===== src/rtl/epi_pkg.sv =====
package epi_pkg;

    localparam int POS_N_DEF  = 8;
    localparam int SYNC_N_DEF = 2;
    localparam int ADDR_W     = 2;

    typedef enum logic [1:0] {
        TRIG_LEVEL = 2'b00,
        TRIG_RISE  = 2'b01,
        TRIG_FALL  = 2'b10,
        TRIG_BOTH  = 2'b11
    } trig_e;

    typedef enum logic [ADDR_W-1:0] {
        RA_MODE   = 2'd0,
        RA_ENABLE = 2'd1,
        RA_DIR    = 2'd2,
        RA_FLAG   = 2'd3
    } reg_addr_e;

endpackage


===== src/rtl/epi_sync.sv =====
module epi_sync #(
    parameter int W      = 8,
    parameter int STAGES = 2
) (
    input  logic         clk,
    input  logic         rst_n,
    input  logic [W-1:0] din,
    output logic [W-1:0] dout
);

    typedef struct packed {
        logic [STAGES-1:0][W-1:0] chain;
    } sync_st_t;

    sync_st_t st_d, st_q;

    always_comb begin
        st_d.chain[0] = din;
        for (int k = 1; k < STAGES; k++) begin
            st_d.chain[k] = st_q.chain[k-1];
        end
    end

    // Idle pins are high, so the chain starts high to avoid a false edge.
    always_ff @(posedge clk or negedge rst_n) begin
        if (!rst_n) begin
            st_q <= '1;
        end else begin
            st_q <= st_d;
        end
    end

    assign dout = st_q.chain[STAGES-1];

endmodule


===== src/rtl/epi_pin_cell.sv =====
module epi_pin_cell
    import epi_pkg::*;
#(
    parameter bit RESV = 1'b0
) (
    input  logic       clk,
    input  logic       rst_n,
    input  logic       smp,
    input  logic [1:0] mode,
    input  logic       en,
    input  logic       clr,
    output logic       evt,
    output logic       flag,
    output logic       req
);

    typedef struct packed {
        logic prev;
        logic flag;
    } cell_st_t;

    cell_st_t st_d, st_q;
    logic     rise, fall, hit, src;

    always_comb begin
        rise = smp & ~st_q.prev;
        fall = ~smp & st_q.prev;
        unique case (trig_e'(mode))
            TRIG_LEVEL: hit = 1'b0;
            TRIG_RISE:  hit = rise;
            TRIG_FALL:  hit = fall;
            TRIG_BOTH:  hit = rise | fall;
            default:    hit = 1'b0;
        endcase
        if (RESV) begin
            hit = 1'b0;
        end
        // A fresh edge outranks a clear in the same cycle.
        st_d.prev = smp;
        st_d.flag = hit | (st_q.flag & ~clr);
        src       = (trig_e'(mode) == TRIG_LEVEL) ? ~smp : st_q.flag;
    end

    always_ff @(posedge clk or negedge rst_n) begin
        if (!rst_n) begin
            st_q <= '{prev: 1'b1, flag: 1'b0};
        end else begin
            st_q <= st_d;
        end
    end

    assign evt  = hit;
    assign flag = st_q.flag;
    assign req  = en & src & ~RESV;

endmodule


===== src/rtl/epi_regs.sv =====
module epi_regs
    import epi_pkg::*;
#(
    parameter int POS_N = 8,
    parameter int BUS_W = 2 * POS_N
) (
    input  logic                 clk,
    input  logic                 rst_n,
    input  logic [ADDR_W-1:0]    addr,
    input  logic                 wr,
    input  logic                 rd,
    input  logic [BUS_W-1:0]     wdata,
    input  logic [POS_N-1:0]     flags,
    output logic [BUS_W-1:0]     rdata,
    output logic [2*POS_N-1:0]   mode_vec,
    output logic [POS_N-1:0]     en_vec,
    output logic [POS_N-1:0]     dir_vec,
    output logic [POS_N-1:0]     clr_vec
);

    localparam int PAD_W = BUS_W - POS_N;

    typedef struct packed {
        logic [2*POS_N-1:0] mode;
        logic [POS_N-1:0]   en;
        logic [POS_N-1:0]   dir;
        logic [BUS_W-1:0]   rdata;
    } reg_st_t;

    reg_st_t st_d, st_q;

    always_comb begin
        st_d    = st_q;
        clr_vec = '0;
        if (wr) begin
            unique case (reg_addr_e'(addr))
                RA_MODE:   st_d.mode = wdata[2*POS_N-1:0];
                RA_ENABLE: st_d.en   = wdata[POS_N-1:0];
                RA_DIR:    st_d.dir  = wdata[POS_N-1:0];
                RA_FLAG:   clr_vec   = wdata[POS_N-1:0];
                default:   ;
            endcase
        end
        if (rd) begin
            unique case (reg_addr_e'(addr))
                RA_MODE:   st_d.rdata = st_q.mode;
                RA_ENABLE: st_d.rdata = {{PAD_W{1'b0}}, st_q.en};
                RA_DIR:    st_d.rdata = {{PAD_W{1'b0}}, st_q.dir};
                RA_FLAG:   st_d.rdata = {{PAD_W{1'b0}}, flags};
                default:   st_d.rdata = '0;
            endcase
        end
    end

    always_ff @(posedge clk or negedge rst_n) begin
        if (!rst_n) begin
            st_q <= '0;
        end else begin
            st_q <= st_d;
        end
    end

    assign rdata    = st_q.rdata;
    assign mode_vec = st_q.mode;
    assign en_vec   = st_q.en;
    assign dir_vec  = st_q.dir;

endmodule


===== src/rtl/pin_event_unit.sv =====
module pin_event_unit
    import epi_pkg::*;
#(
    parameter int POS_N  = POS_N_DEF,
    parameter int SYNC_N = SYNC_N_DEF
) (
    input  logic                 clk,
    input  logic                 rst_n,
    input  logic [ADDR_W-1:0]    bus_addr,
    input  logic                 bus_wr,
    input  logic                 bus_rd,
    input  logic [2*POS_N-1:0]   bus_wdata,
    output logic [2*POS_N-1:0]   bus_rdata,
    input  logic [POS_N-1:0]     ext_pin,
    output logic [POS_N-1:0]     irq_req
);

    localparam int BUS_W = 2 * POS_N;

    logic [POS_N-1:0]   smp_vec;
    logic [2*POS_N-1:0] mode_vec;
    logic [POS_N-1:0]   en_vec;
    logic [POS_N-1:0]   dir_vec;
    logic [POS_N-1:0]   clr_vec;
    logic [POS_N-1:0]   flag_vec;
    logic [POS_N-1:0]   evt_vec;

    epi_sync #(
        .W      (POS_N),
        .STAGES (SYNC_N)
    ) sync_i (
        .clk   (clk),
        .rst_n (rst_n),
        .din   (ext_pin),
        .dout  (smp_vec)
    );

    epi_regs #(
        .POS_N (POS_N),
        .BUS_W (BUS_W)
    ) regs_i (
        .clk      (clk),
        .rst_n    (rst_n),
        .addr     (bus_addr),
        .wr       (bus_wr),
        .rd       (bus_rd),
        .wdata    (bus_wdata),
        .flags    (flag_vec),
        .rdata    (bus_rdata),
        .mode_vec (mode_vec),
        .en_vec   (en_vec),
        .dir_vec  (dir_vec),
        .clr_vec  (clr_vec)
    );

    for (genvar g = 0; g < POS_N; g++) begin : g_pin
        epi_pin_cell #(
            .RESV (g == 0)
        ) cell_i (
            .clk   (clk),
            .rst_n (rst_n),
            .smp   (smp_vec[g]),
            .mode  (mode_vec[2*g +: 2]),
            .en    (en_vec[g]),
            .clr   (clr_vec[g]),
            .evt   (evt_vec[g]),
            .flag  (flag_vec[g]),
            .req   (irq_req[g])
        );
    end

endmodule


===== config.mk =====
export PLATFORM = sky130hd
export DESIGN_NAME = pin_event_unit
export DESIGN_NICKNAME = d
export VERILOG_FILES = /design/src/rtl/epi_pkg.sv /design/src/rtl/epi_sync.sv /design/src/rtl/epi_pin_cell.sv /design/src/rtl/epi_regs.sv /design/src/rtl/pin_event_unit.sv
export SDC_FILE = /design/constraint.sdc
export NUM_CORES = 1
export LEC_CHECK = 0
export ABC_AREA = 1
export BUFFER_PORTS_ARGS = -buffer_cell sky130_fd_sc_hd__buf_2
export CAP_MARGIN = 20
export CORE_ASPECT_RATIO = 0.6
export CORE_MARGIN = 3
export CORE_UTILIZATION = 60
export CTS_BUF_LIST = sky130_fd_sc_hd__clkbuf_2 sky130_fd_sc_hd__clkbuf_4 sky130_fd_sc_hd__clkbuf_8
export DETAILED_ROUTE_END_ITERATION = 8
export GPL_TIMING_DRIVEN = 0
export PLACE_DENSITY_LB_ADDON = 0.15
export SYNTH_ARGS = -nofsm -noshare
export SYNTH_HDL_FRONTEND = slang
export SYNTH_SLANG_ARGS = --single-unit

===== constraint.sdc =====
create_clock -name clk -period 2.79 [get_ports clk]
set_input_delay 0.558 -clock clk [delete_from_list [all_inputs] [get_ports clk]]
set_output_delay 0.558 -clock clk [all_outputs]
set_load 0.02 [all_outputs]

==> results.yml <==
critical_path:
  crit_required_ns: 2.23
  critPathBufInv: 2
  path_class: "reg -> out"
  r2r_end: "g_pin[3].cell_i.flag"
  arrival_ns: 1.46
  critPathMaxFanout: 5
  r2r-start: "g_pin[3].cell_i.st_q[1]"
  cp-start-kind: "flop"
  crit_chain: "nor2_1 > o21ai_0 > a21oi_1 > buf_4 > buf_2"
  crit_start: "regs_i.mode_vec[8]"
  end_kind: "output port"
  slowest_delay_ns: 0.42
  path_delay_family: "flip-flops"
  reg2regPathDepth: 5
  cp_slowest_cell: "dfrtp_1"
  reg2reg_slack_ns: 1.51
die:
  die_h_um: 65.1
  rows: 20
  die_area_um2: 6790
  core_area_um2: 5330
  chipWidth_um: 104
  start_util_pct: 65.4
  ios: 54
power:
  p_seq_share_pct: 48.7
  p_comb_share_pct: 17.3
  p_int_mw: 2.01
  power.switching_mw: 0.806
  pwr-share-clk_pct: 34.0
  power.leakage_nw: 2.17
  power_mw: 2.81
  peakVddDrop_v: 0.000342
  sw_frac_of_total_pct: 28.6
  p_per_area_nw_per_um2: 689
cts:
  postCtsResizedCells: 0
  htreeDepth: 3
  hold_buffers: 0
  cts_tree: "done"
  cts_buffer_depth: 2
  clkTransAtPathRegs_ns: 0.08
  post_cts_buffers: 0
  cts_sinks: 77
  insertion_delay_ns: 0.36
  cts_inserted_buffers: 9
  root_buffer: "clkbuf_8"
yosys:
  ys_ff_latch: 77
  syn_area_um2: 3490
  netlist_instances: 390
  synth_cell_types: 22
  ys_seq_area_share_pct: 56.0
  synth_fp_nets: 434
  synth.avg_cell_area_um2: 8.94
  ys_warn_count: 0
placed_design:
  port_buffers: 49
  placed_area_um2: 3860
  dp_hpwl_um: 5630
  gp_congestion: 0.883
timing:
  period_needed_ns: 2.02
  setup_viol: 0
  tightest_slew_ns: 0.567
  max_slew_margin_pct: 62.2
  rsz0062_at_grt: "false"
  setup_tns_ns: 0
  fin_skew_ns: 0.0117
  fin_crit_sh_pct: 72.3
  timing.hold.ws_ns: 0.0905
  slew_violations: 0
  final_hold_viol_count: 0
  fmax_mhz: 495
global_routing:
  grt.overflow.total: 0
  grt_max_degree: 55
  antenna_found_initial: 0
  grt_pass1_vias: 2785
  grt_pass1_wl_um: 13600
  grt_util_all_layers_pct: 26.4
drt:
  wl_met2_um: 3430
  drt-pass1-iter-count: 7
  detail_route.wl_per_cell_um: 14.9
  drc_errors: 0
  vias_per_cell: 5.42
  wl_met3_um: 753
  drt_iter0_drc: 228
  postRouteAntennaNets: 0
  met1_length_um: 3620
  top_layer_used: "met4"
  totalWireLength_um: 7930
  num_vias: 2888
finish:
  nFillCells: 366
  final_nets: 495
  antenna_cells: 0
  design_area_um2: 4090
  final_cell_mix: "nand2_1, dfrtp_1, buf_2"
  final_common_cell: "nand2_1"
  drive_above_1_share_pct: 22.8
  syn_to_final_growth_pct: 17.2
outcome:
  outcome: "finished clean"
run:
  maxCapViolations: 0
worst_hold_path:
  hp-class: "in -> async"
[power by group through the flow]
stage / registers, mW / clock network [mW] / logic [mW]
floorplan: 1.40 / 0 / 0.287
global placement: 1.38 / 0 / 0.462
detailed placement: 1.39 / 0 / 0.485
CTS: 1.37 / 0.970 / 0.489
global route: 1.39 / 1.02 / 0.553
finish: 1.37 / 0.957 / 0.487
[worst max-delay path by stage]
stage,to,slack [ns],depth (start not counted)
2_1_floorplan,regs_i.rdata[6],1.37,6
3_3_place_gp,regs_i.mode_vec[5],0.68,1
3_5_place_dp,regs_i.rdata[2],0.96,7
4_1_cts,irq_req[4],0.73,5
5_1_grt,irq_req[4],0.65,5
6_report,irq_req[4],0.77,5
[routing by layer]
metal  up-vias  track usage, %
met5         -               0
met4         0            9.78
met3        14            8.86
met2       128            38.8
met1      1381            36.6
li1       1365               -
[cell usage after synthesis]
cell | n | area share (%)
o21bai_1 | 7 | 1.5
buf_6 | 1 | 0.32
nand4_1 | 2 | 0.36
nand3b_1 | 2 | 0.43
clkinv_1 | 1 | 0.11
ha_1 | 14 | 5.0
buf_4 | 8 | 1.7
nor2_1 | 15 | 1.6
clkbuf_1 | 4 | 0.43
inv_1 | 49 | 5.3
buf_2 | 7 | 1.0
dfrtp_1 | 56 | 40
nor2_4 | 1 | 0.32
a31oi_1 | 1 | 0.18
nor3_1 | 5 | 0.72
nand3_1 | 37 | 5.3
conb_1 | 1 | 0.11
a21oi_1 | 23 | 3.3
o211ai_1 | 5 | 1.1
dfstp_2 | 21 | 16
o21ai_0 | 33 | 4.7
nand2_1 | 97 | 10
[sequential cells by signal, indices dropped and copies added (netlist names)]
| register | cells |
|---|---|
| regs_i.mode_vec | 16 |
| regs_i.en_vec | 8 |
| g_pin.cell_i.flag | 8 |
| regs_i.dir_vec | 8 |
| regs_i.rdata | 16 |
| sync_i.st_d | 7 |
| sync_i.dout | 7 |
| g_pin.cell_i.st_q | 7 |
[layout make-up]
class | instances | area (µm²) | area share (%)
Tap cell | 77 | 96.3 | 2.36
Clock buffer | 12 | 159 | 3.89
Clock inverter | 4 | 70.1 | 1.71
Multi-Input combinational cell | 243 | 1220 | 30.0
Buffer | 20 | 121 | 2.97
Timing Repair Buffer | 50 | 275 | 6.73
Inverter | 50 | 188 | 4.59
Sequential cell | 77 | 1950 | 47.8
[stage by stage]
step	utilization (%)	worst slack, ns	cells
4_1_cts	76.7	0.731	533
3_3_place_gp	71.8	0.676	516
3_5_place_dp	72.4	0.962	517
6_report	76.7	0.771	533
2_1_floorplan	-	1.37	390
5_1_grt	76.7	0.645	533
[cell families after synthesis]
family          count (synthesis)  synth area share (%)
simple gates                  159                  19.2
flops                          77                  56.0
buf+inv                        70                  8.86
compound gates                 69                  10.8
fa+ha+maj                      14                  5.02
other cells                     1                 0.108
No activity file was read; power rests on OpenSTA's default activity.
